$ cat config.mk
export PLATFORM = sky130hd
export DESIGN_NAME = tune_play_ctrl
export DESIGN_NICKNAME = d
export VERILOG_FILES = /design/src/rtl/tpc_pkg.sv /design/src/rtl/tpc_sync.sv /design/src/rtl/tpc_sel_shift.sv /design/src/rtl/tpc_start_fsm.sv /design/src/rtl/tune_play_ctrl.sv
export SDC_FILE = /design/constraint.sdc
export NUM_CORES = 1
export LEC_CHECK = 0
export CAP_MARGIN = 20
export CELL_PAD_IN_SITES_DETAIL_PLACEMENT = 1
export CELL_PAD_IN_SITES_GLOBAL_PLACEMENT = 1
export CORE_UTILIZATION = 44
export CTS_BUF_LIST = sky130_fd_sc_hd__clkbuf_8
export DETAILED_ROUTE_END_ITERATION = 10
export PLACE_DENSITY = 0.87
export SYNTH_ARGS = -nofsm -noshare
export SYNTH_HDL_FRONTEND = slang
export SYNTH_SLANG_ARGS = --single-unit
export TNS_END_PERCENT = 50
$ cat constraint.sdc
create_clock -name clk -period 2.4 [get_ports clk]
set_clock_uncertainty 0.1 [all_clocks]
set_input_delay 0.6 -clock clk [delete_from_list [all_inputs] [get_ports clk]]
set_output_delay 0.6 -clock clk [all_outputs]
set_load 0.05 [all_outputs]
$ cat src/rtl/tpc_pkg.sv
package tpc_pkg;
  typedef enum logic [1:0] {
    PS_IDLE = 2'd0,
    PS_WAIT = 2'd1,
    PS_PLAY = 2'd2
  } play_state_e;
endpackage

$ cat src/rtl/tpc_sync.sv
module tpc_sync #(
  parameter int W      = 1,
  parameter int STAGES = 2
) (
  input  logic         clk,
  input  logic         rst_n,
  input  logic [W-1:0] d,
  output logic [W-1:0] q
);
  logic [W-1:0] stage_q [STAGES];

  for (genvar s = 0; s < STAGES; s++) begin : g_stage
    always_ff @(posedge clk or negedge rst_n) begin
      if (!rst_n) stage_q[s] <= '0;
      else if (s == 0) stage_q[s] <= d;
      else stage_q[s] <= stage_q[(s == 0) ? 0 : s-1];
    end
  end

  assign q = stage_q[STAGES-1];
endmodule

$ cat src/rtl/tpc_sel_shift.sv
module tpc_sel_shift #(
  parameter int SEL_W = 4
) (
  input  logic             clk,
  input  logic             rst_n,
  input  logic             shift_en,
  input  logic             bit_in,
  output logic [SEL_W-1:0] sel
);
  always_ff @(posedge clk or negedge rst_n) begin
    if (!rst_n) sel <= '0;
    else if (shift_en) sel <= {sel[SEL_W-2:0], bit_in};
  end
endmodule

$ cat src/rtl/tpc_start_fsm.sv
module tpc_start_fsm
  import tpc_pkg::*;
#(
  parameter int START_DELAY = 128
) (
  input  logic        clk,
  input  logic        rst_n,
  input  logic        run,
  input  logic        ref_tick,
  output play_state_e state,
  output logic        start_pulse
);
  localparam int CNT_W = (START_DELAY > 1) ? $clog2(START_DELAY) : 1;
  localparam logic [CNT_W-1:0] LAST = CNT_W'(START_DELAY - 1);

  logic [CNT_W-1:0] cnt;

  always_ff @(posedge clk or negedge rst_n) begin
    if (!rst_n) begin
      state       <= PS_IDLE;
      cnt         <= '0;
      start_pulse <= 1'b0;
    end else begin
      start_pulse <= 1'b0;
      case (state)
        PS_IDLE: begin
          cnt <= '0;
          if (run) state <= PS_WAIT;
        end
        PS_WAIT: begin
          if (!run) state <= PS_IDLE;
          else if (ref_tick) begin
            if (cnt == LAST) begin
              state       <= PS_PLAY;
              start_pulse <= 1'b1;
            end else cnt <= cnt + 1'b1;
          end
        end
        PS_PLAY: if (!run) state <= PS_IDLE;
        default: state <= PS_IDLE;
      endcase
    end
  end
endmodule

$ cat src/rtl/tune_play_ctrl.sv
module tune_play_ctrl
  import tpc_pkg::*;
#(
  parameter int SEL_W       = 4,
  parameter int START_DELAY = 128,
  parameter int SYNC_STAGES = 2
) (
  input  logic             clk,
  input  logic             rst_n,
  input  logic             ref_tick,
  input  logic             sc,
  input  logic             si,
  input  logic             st,
  output logic             core_tick,
  output logic             start_pulse,
  output logic             stop_pulse,
  output logic             playing,
  output logic [SEL_W-1:0] tune_code,
  output logic [SEL_W:0]   tune_num
);
  function automatic logic [SEL_W:0] code_to_num(input logic [SEL_W-1:0] c);
    return {1'b0, c} + 1'b1;
  endfunction

  logic [2:0]  pins_s;
  logic        sc_run, si_run, st_run;
  logic        sc_prev;
  logic        sc_rise;
  logic        idle;
  play_state_e state;

  tpc_sync #(.W(3), .STAGES(SYNC_STAGES)) i_sync (
    .clk(clk), .rst_n(rst_n), .d({st, si, sc}), .q(pins_s)
  );
  assign {st_run, si_run, sc_run} = pins_s;

  always_ff @(posedge clk or negedge rst_n) begin
    if (!rst_n) sc_prev <= 1'b0;
    else sc_prev <= sc_run;
  end
  assign sc_rise = sc_run & ~sc_prev;

  tpc_start_fsm #(.START_DELAY(START_DELAY)) i_fsm (
    .clk(clk), .rst_n(rst_n), .run(st_run), .ref_tick(ref_tick),
    .state(state), .start_pulse(start_pulse)
  );

  assign idle = (state == PS_IDLE) && !st_run;

  tpc_sel_shift #(.SEL_W(SEL_W)) i_sel (
    .clk(clk), .rst_n(rst_n), .shift_en(sc_rise && idle),
    .bit_in(si_run), .sel(tune_code)
  );

  assign playing    = (state == PS_PLAY);
  assign stop_pulse = !st_run && (state != PS_IDLE);
  assign core_tick  = ref_tick && playing && st_run;
  assign tune_num   = code_to_num(tune_code);
endmodule

# ---- After elaboration in Yosys (flattened, before gate mapping)
# Index checks and enable logic that the tools add are counted.
dict set report totals {
  elab_cells 46
  out_inout_bits 13
  inputBits 6
  reg_bits 21
}
dict set report op_classes {
  n_mux 14
  n_reduce_logical 11
  n_addsub 2
  eq_ne 10
  n_bitwise 2
}
# op count
set ops {}
lappend ops {{7-bit 2-to-1 mux} 3}
lappend ops {{7-bit one-hot mux with 2 select lines} 1}
lappend ops {{2-bit 2-to-1 mux} 5}
lappend ops {{2-bit != test (second input constant)} 4}
lappend ops {{4-bit AND reduction} 2}
lappend ops {{7-bit by 1-bit adder with 7-bit output (second input constant)} 1}
lappend ops {{7-bit == test (second input constant)} 1}
lappend ops {{2-bit one-hot mux with 3 select lines} 1}
lappend ops {{4-bit by 1-bit adder with 5-bit output (second input constant)} 1}
lappend ops {{1-bit logical AND} 5}
lappend ops {{1-bit 2-to-1 mux} 4}
lappend ops {{2-bit nonzero test} 2}
lappend ops {{3-bit by 2-bit != test with 1-bit output (second input constant)} 1}
lappend ops {{3-bit != test (second input constant)} 1}
lappend ops {{2-bit by 1-bit == test with 1-bit output (second input constant)} 1}
lappend ops {{2-bit == test (second input constant)} 1}
lappend ops {{2-bit zero test} 1}
lappend ops {{2-bit by 1-bit != test with 1-bit output (second input constant)} 1}
lappend ops {{1-bit bitwise AND} 1}
lappend ops {{1-bit zero test} 1}
lappend ops {{1-bit NOT} 1}

# ---- Longest topological paths before layout
# Gate-level depths: netlist (run 1).
dict set report depth {
  word_depth 5
  ltp_mapped 5
  mapped_depth_nobuf 5
}

# ---- Hierarchy
# From an unflattened synthesis (run 1), not the netlist that was laid out.
dict set report hier_totals {
  cells_unflattened 72
  hier_area_um2 902.1
}
# module cells_per_inst n_inst area_each_um2
set modules_own_cells {}
lappend modules_own_cells {tpc_start_fsm 42 1 476.7}
lappend modules_own_cells {tpc_sync 9 1 172.7}
lappend modules_own_cells {tpc_sel_shift 8 1 145.1}
lappend modules_own_cells {tune_play_ctrl 13 1 107.6}

# ---- Worst setup path before layout (run 1)
# Ideal clock, no wire load.
dict set report synth_timing {
  path_kind {flip-flop to output port}
  start {register i_sel.sel[2]}
  end {output port tune_num[3]}
  path_slack_ns 0.013
  arrival_time_ns 1.687
  required_time_ns 1.700
  stages_incl_launch_ff 3
  path_buffers 0
  path_cell_list {dfrtp_1 -> nand3_1 -> xnor2_1}
}
dict set report synth_between {
  elab_chain_len 1
}
# element line_no
set synth_lines {}
lappend synth_lines {{start: declaration} tpc_sel_shift.sv:8} ;# output logic [SEL_W-1:0] sel
lappend synth_lines {{start signal: assignment} tpc_sel_shift.sv:12} ;# else if (shift_en) sel <= {sel[SEL_W-2:0], bit_in};
lappend synth_lines {{4-bit by 1-bit adder with 5-bit output} tune_play_ctrl.sv:22} ;# return {1'b0, c} + 1'b1;
lappend synth_lines {{end: declaration} tune_play_ctrl.sv:19} ;# output logic [SEL_W:0] tune_num
# No other way between the ends.

# ---- Final worst setup path (run 1)
dict set report layout_timing {
  start {register i_sel.sel[0]}
  end {output port tune_num[0]}
}
# The elaborated chain is that of the path after synthesis.

==> summary.md, run 1 <==
| Metric | Value |
|---|---|
| Required time of the worst setup path | `1.70 ns` |
| Max rail drop VDD | `0.000593 V` |
| First-pass GRT wire length | `3220 um` |
| Setup WS pre-CTS | `slightly above 0.2 ns` |
| Sequential-to-total area share from yosys stat | `0.573` |
| Syn Area/Cell | `11.8 um2` |
| Drt drc | `0` |
| Layout area overhead | `26.9%` |
| WHS | `~0.25 ns` |
| Die width | `47.7 um` |
| Met1 Track Usage GR | `0.299` |
| H-tree Lvls | `1` |
| CTS Buffer Depth | `2` |
| Post-cts sizing count | `0` |
| Via count | `713` |
| IO buf count | `18` |
| Rel. slew slack | `0.662` |
| DRT Wirelength | `2090 um` |
| Ports | `19` |
| NetSw | `0.386 mW` |
| Antenna viol nets, final | `0` |
| Sw frac | `0.388` |
| Combinational Power Share | `0.342` |
| CP arrival | `between 1.5 and 2 ns` |
| Most frequent cells in the layout | `dfrtp_1, clkdlybuf4s50_1, buf_4, nor2_1` |
| Drt via density | `5.66` |
| Worst slew pin tran | `0.506 ns` |
| Critical Path Source Type | `flip-flop` |
| Cell family with most CP delay | `buffers and inverters` |
| Clock transition at path regs | `around 0.08 ns` |
| WS Path Type | `flip-flop to output pin` |
| Drt wl/cell | `16.6 um` |
| Synth unique cells | `32` |
| F_max | `435 MHz` |
| Dpl hpwl | `1570 um` |
| Critical Path, Cell by Cell | `inv_1 -> clkdlybuf4s50_1` |
| Clock share of power | `0.238` |
| Register area | `about 530 um2` |
| ANT cells | `0` |
| Row cnt | `16` |
| RSZ-0062 raised after global routing | `no` |
| Count of final setup violators | `0` |
| Multi-input combinational cell area | `364 um2` |
| First-pass DRT Iterations | `4` |
| Final Max Slew Viols | `0` |
| Cells after Synth | `78` |
| CTS tree | `built` |
| CP peak stage delay | `about 0.8 ns` |
| Number of fill cells | `229` |
| CP Max Fanout | `5` |
| Final hold vios | `0` |
| Yosys warns | `0` |
| #FFs+latches synth | `21` |
| Dpl cells | `122` |
| Cts hold-fix bufs | `0` |
| Postcts setup bufs | `0` |
| CTS Buf Count | `3` |
| Cell Count, Final, Fillers Out | `about 130` |
| GR Overflow Total | `0` |
| PD cells | `855 mW/mm2` |
| Total die area | `0.00227 mm2` |
| CTS Sinks | `21` |
| Status | `finished clean` |
| Iteration-0 DRC Markers | `17` |
| Starting density of the core | `0.467` |
| Synth Cell Area | `917 um2` |
| Internal power | `0.609 mW` |
| Most common library cell in the layout ignoring fill and taps | `dfrtp_1` |
| Final setup TNS | `0 ns` |
| Nets | `108` |
| Antenna violations before repair | `0` |
| Final min period | `about 2.3 ns` |
| Vias in the first global route | `650` |
| Worst min path class | `flip-flop to flip-flop` |
| Busiest grt layer | `met2` |
| Largest net degree at the start of global routing | `22` |
| Total GRT Usage | `0.221` |
| Met2 Use GR | `0.337` |
| Syn_nets | `between 80 and 90` |
| Global routing usage on met3 | `0.0566` |
| Leak pwr | `~0.54 nW` |
| CP endpoint kind | `output pin` |
| Worst setup margin | `0.102 ns` |
| Core Box Area | `between 0.0015 and 0.002 mm2` |
| Global placement routability congestion | `0.788` |
| Sequential group share of total power | `0.420` |
| Final Cycle Share | `0.958` |
| Slowest-stage cell, CP | `clkdlybuf4s50_1` |
| Root buffer cell | `clkbuf_8` |
| Number of max-cap violations | `0` |
| Worst-Skew Late Latency | `about 0.26 ns` |
| CP bufs+invs | `2` |
| Die Y | `about 48 um` |
| Layout cells sized above 1 | `0.242` |
==> per-stage QoR <==
step / area [um2] / utilization / power [mW]
detailed placement: 1120 / 0.570 / 0.770
global route: 1160 / 0.593 / 1.04
finish: 1160 / 0.593 / 0.995
floorplan: 917 / - / 0.650
CTS: 1160 / 0.593 / 1.00
global placement: 1120 / 0.570 / 0.754
==> flip-flops by register name, indices dropped and copies added, names as in the netlist <==
signal / flops
i_fsm.cnt: 7
i_sel.sel: 4
i_sync.q: 3
i_sync.stage_q: 3
i_fsm.state: 2
i_fsm.start_pulse: 1
sc_prev: 1
==> worst register-to-register path: cells and delay by family, from the launching register on <==
family | cells | cell delay (ns)
adder cells (fa/ha/maj) | 1 | 0.28
AO/OA/AOI/OAI | 1 | 0.31
AND/OR/NAND/NOR | 3 | 0.61
flip-flops | 1 | 0.42
==> per-layer routing <==
layer	vias to the layer above	share of wire	routed length, um
met3	8	0.048	100
li1	329	-	-
met1	355	0.43	891
met5	-	0	0
met2	21	0.50	1050
met4	0	0.020	42
==> cell type report <==
| type | count | area share |
|---|---|---|
| well taps | 27 | 0.0290 |
| repair buffers | 19 | 0.157 |
| multi-input cells | 52 | 0.313 |
| inverters | 3 | 0.00968 |
| flip-flops and latches | 21 | 0.452 |
| clock inverters | 1 | 0.00430 |
| clock buffers | 3 | 0.0355 |
==> cells in the mapped netlist <==
cell	n	share of area
a211o_2	1	0.011
a21o_1	1	0.0082
a221o_1	1	0.011
a311oi_1	1	0.0096
a31oi_1	1	0.0068
a41oi_1	1	0.0096
and2b_1	1	0.0082
and3_1	4	0.027
and3_2	1	0.0082
and4_1	1	0.0096
buf_2	1	0.0055
buf_6	1	0.012
dfrtp_1	21	0.57
ha_1	2	0.027
inv_1	3	0.012
mux2_2	3	0.037
nand2_1	3	0.012
nand2_2	1	0.0068
nand2b_1	1	0.0068
nand2b_4	1	0.015
nand3_1	4	0.022
nand3_2	1	0.011
nor2_1	6	0.025
nor2_2	2	0.014
nor4_1	2	0.014
o21ai_0	3	0.016
o21ai_1	4	0.022
o311a_2	1	0.012
o31ai_1	2	0.016
or3_4	1	0.012
xnor2_1	1	0.0096
xor2_1	1	0.0096
==> logic make-up after synthesis <==
kind of cell	share of synthesized area
XOR/XNOR	0.0191
multiplexers	0.0368
flip-flops	0.573
AND/OR/NAND/NOR	0.191
AO/OA/AOI/OAI	0.123
buffers and inverters	0.0300
adder cells (fa/ha/maj)	0.0273
==> worst paths after layout <==
kind	from	cells past startpoint	slack [ns]	end
setup / recovery	i_sel.sel[0]	2	0.10	tune_num[0]
hold / removal	i_sync.stage_q[3]	0	0.25	i_sync.q[0]
setup reg to reg	i_fsm.cnt[0]	5	0.57	i_fsm.cnt[5]
hold reg to reg	i_sync.stage_q[3]	0	0.25	i_sync.q[0]
max in group asynchronous	rst_n	2	1.40	i_fsm.cnt[5]
min in group asynchronous	rst_n	2	0.58	i_sel.sel[3]
==> power by group through the flow <==
stage          Sequential [mW]  Clock (mW)  Combinational, mW
2_1_floorplan            0.489           0              0.161
3_3_place_gp             0.421           0              0.333
3_5_place_dp             0.425           0              0.344
4_1_cts                  0.418       0.240              0.345
5_1_grt                  0.423       0.256              0.357
6_report                 0.418       0.237              0.340
No activity file was read; power rests on OpenSTA's default activity.
==> inputs of run 2 (changes only) <==
--- a/config.mk
+++ b/config.mk
@@ -5,10 +5,11 @@
 export SDC_FILE = /design/constraint.sdc
 export NUM_CORES = 1
 export LEC_CHECK = 0
+export ABC_AREA = 1
 export CAP_MARGIN = 20
 export CELL_PAD_IN_SITES_DETAIL_PLACEMENT = 1
 export CELL_PAD_IN_SITES_GLOBAL_PLACEMENT = 1
-export CORE_UTILIZATION = 44
+export CORE_UTILIZATION = 42
 export CTS_BUF_LIST = sky130_fd_sc_hd__clkbuf_8
 export DETAILED_ROUTE_END_ITERATION = 10
 export PLACE_DENSITY = 0.87
==> run 2 against run 1 <==
  * Global-route usage shrank 1.1 points
  * Combinational power shrank 5%
  * Non-clock buffer count is the same
  * Register-to-register slack gained 0.30 ns
  * Utilization grew 0.25 points
  * Die area grew 8.0%
  * Via count grew 12%
  * Synthesized cell count grew 37%
  * Cell area grew 4.5%
  * Area after synthesis grew 3.4%
  * Final cell count grew 25%
  * Critical path type unchanged
  * Critical endpoint unchanged
  * Largest cell class unchanged
  * Largest power group unchanged
  * Highest routed layer unchanged
==> summary.md, run 2 <==
| Metric | Value |
|---|---|
| Cells after Synth | `107` |
| Starting density of the core | `0.464` |
| Cts hold-fix bufs | `0` |
| CTS Sinks | `21` |
| Largest net degree at the start of global routing | `22` |
| Number of max-cap violations | `0` |
| Worst-Skew Late Latency | `0.26 ns` |
| DRT Wirelength | `2190 um` |
| Layout cells sized above 1 | `0.162` |
| Rel. slew slack | `0.660` |
| Number of flip-flops under the largest register name | `7` |
| Status | `finished clean` |
| Critical R2R Launch | `i_fsm.cnt[0]` |
| Post-cts sizing count | `0` |
| Drt wl/cell | `13.9 um` |
| Final hold vios | `0` |
| Postcts setup bufs | `0` |
| CP endpoint kind | `output pin` |
| Antenna viol nets, final | `0` |
| WHS | `0.257 ns` |
| Ports | `19` |
| R2r setup slk | `0.87 ns` |
| Synth area leaders | `dfrtp_1, nand2_1, nand3_1` |
| Syn_nets | `between 100 and 150` |
| IO buf count | `18` |
| Vias in the first global route | `831` |
| Global placement routability congestion | `0.749` |
| Synth async-reset ratio | `1.00` |
| Cell Count, Final, Fillers Out | `157` |
| CTS Buffer Depth | `2` |
| Critical Path Start | `i_sel.sel[0]` |
| Sequential group share of total power | `0.422` |
| Internal power | `0.589 mW` |
| Required time of the worst setup path | `approximately 1.7 ns` |
| Worst min path class | `flip-flop to flip-flop` |
| Synth Flop Type | `dfrtp_1` |
| Dpl hpwl | `1610 um` |
| Clock transition at path regs | `0.08 ns` |
| Critical Path End | `tune_num[0]` |
| Leak pwr | `approximately 0.57 nW` |
| Most frequent cells in the layout | `nand2_1, dfrtp_1, nand3_1, nor2_1, clkdlybuf4s50_1` |
| Yosys top cell by area | `dfrtp_1` |
| Die width | `49.5 um` |
| Root buffer cell | `clkbuf_8` |
| Antenna violations before repair | `0` |
| Drt via density | `5.11` |
| Clock share of power | `0.241` |
| Combinational Power Share | `0.336` |
| RSZ-0062 raised after global routing | `no` |
| First-pass DRT Iterations | `4` |
| Synth unique cells | `18` |
| Final Cycle Share | `0.953` |
| Most common library cell in the layout ignoring fill and taps | `nand2_1` |
| Register-to-Register Path Depth | `8` |
| Final Max Slew Viols | `0` |
| #FFs+latches synth | `21` |
| Sw frac | `0.385` |
| Dpl cells | `153` |
| CP Max Fanout | `4` |
| WS Path Type | `flip-flop to output pin` |
| Die Y | `49.5 um` |
| Number of synthesized flops with an enable pin | `0` |
| CP arrival | `roughly 1.6 ns` |
| CTS tree | `built` |
| First-pass GRT wire length | `around 3900 um` |
| Synth cell count leaders | `nand2_1, dfrtp_1, nor2_1` |
| Row cnt | `16` |
| CTS Buf Count | `3` |
| R2R Path End | `i_fsm.cnt[3]` |
| Final min period | `2.29 ns` |
| GR Overflow Total | `0` |
| F_max | `437 MHz` |
| Nets | `roughly 140` |
| Via count | `802` |
| Total die area | `0.00245 mm2` |
| Count of final setup violators | `0` |
| Yosys warns | `0` |
| Sequential-to-total area share from yosys stat | `0.554` |
| Layout area overhead | `28.2%` |
| Synth Cell Area | `948 um2` |
| Final setup TNS | `0 ns` |
| ANT cells | `0` |
| Top Registers | `i_fsm.cnt: 7 flops, i_sel.sel: 4 flops` |
| Syn Area/Cell | `8.86 um2` |
| Iteration-0 DRC Markers | `7` |
| Biggest register | `i_fsm.cnt` |
| Max rail drop VDD | `0.000455 V` |
| H-tree Lvls | `1` |
| Total GRT Usage | `0.210` |
| Synth top area share | `0.554` |
| PD cells | `788 mW/mm2` |
| Critical Path Source Type | `flip-flop` |
| NetSw | `0.369 mW` |
| Number of fill cells | `around 260` |
| Drt drc | `0` |
| Worst slew pin tran | `0.509 ns` |
| Core Box Area | `between 0.002 and 0.0025 mm2` |
| Top-count cell post-synth | `nand2_1` |
## run 2: cell count changes after synthesis, sizes merged, moves of 3 or more
cell	before	now
nor2	8	18
mux2	3	0
inv	3	10
nand3	5	14
nand2	4	27
and3	5	0
## run 2: kinds of logic (layout without fill, tap and decap cells)
logic type      after synthesis  in the layout  synth area share
simple gates                 61             61             0.296
flops                        21             21             0.554
compound gates               10             10            0.0567
buf+inv                      10             33            0.0396
xor+xnor                      3              3            0.0277
fa+ha+maj                     2              2            0.0264
## run 2: metrics by stage
| stage | setup WS (ns) | utilization | area [um2] | power [mW] |
|---|---|---|---|---|
| CTS | 0.107 | 0.596 | 1220 | 0.966 |
| global placement | 0.210 | 0.573 | 1170 | 0.719 |
| global route | 0.0659 | 0.596 | 1220 | 0.994 |
| detailed placement | 0.184 | 0.573 | 1170 | 0.733 |
| finish | 0.113 | 0.596 | 1220 | 0.958 |
| floorplan | 0.00339 | - | 953 | 0.625 |
## run 2: critical path: stages, from the launching register on
cell	delay, ns
dfrtp_1	0.42
inv_1	0.10
clkdlybuf4s50_1	0.80
## run 2: power by group through the flow
stage	clock, mW	combinational [mW]	sequential [mW]
final	0.231	0.322	0.405
after floorplan	0	0.159	0.466
after global placement	0	0.309	0.410
after detailed placement	0	0.321	0.412
after global routing	0.248	0.337	0.409
after CTS	0.236	0.325	0.405
## run 2: area by class of cell
| class | count | area (um2) | area share |
|---|---|---|---|
| clock buffer | 3 | 41.3 | 0.0340 |
| multi-input combinational | 76 | 390 | 0.321 |
| clock inverter | 1 | 5.00 | 0.00412 |
| sequential | 21 | 526 | 0.432 |
| inverter | 10 | 37.5 | 0.0309 |
| timing repair buffer | 19 | 183 | 0.150 |
| tap | 27 | 33.8 | 0.0278 |
## run 2: layer usage
metal | vias up | global-route usage | share of wire
met5 | - | 0 | 0
met4 | 0 | 0.0714 | 0.015
met3 | 5 | 0.0370 | 0.026
met2 | 16 | 0.356 | 0.52
met1 | 390 | 0.270 | 0.44
li1 | 391 | - | -
## run 2: how the worst min path moves through the flow
stage,startpoint,to,slack [ns],cells after the start
floorplan,rst_n,i_fsm.cnt[0],0.20,0
global placement,i_sync.stage_q[5],i_sync.q[2],0.23,0
detailed placement,i_sync.stage_q[3],i_sync.q[0],0.24,0
CTS,i_sync.stage_q[3],i_sync.q[0],0.26,0
global route,i_sync.stage_q[3],i_sync.q[0],0.27,0
finish,i_sync.stage_q[3],i_sync.q[0],0.26,0
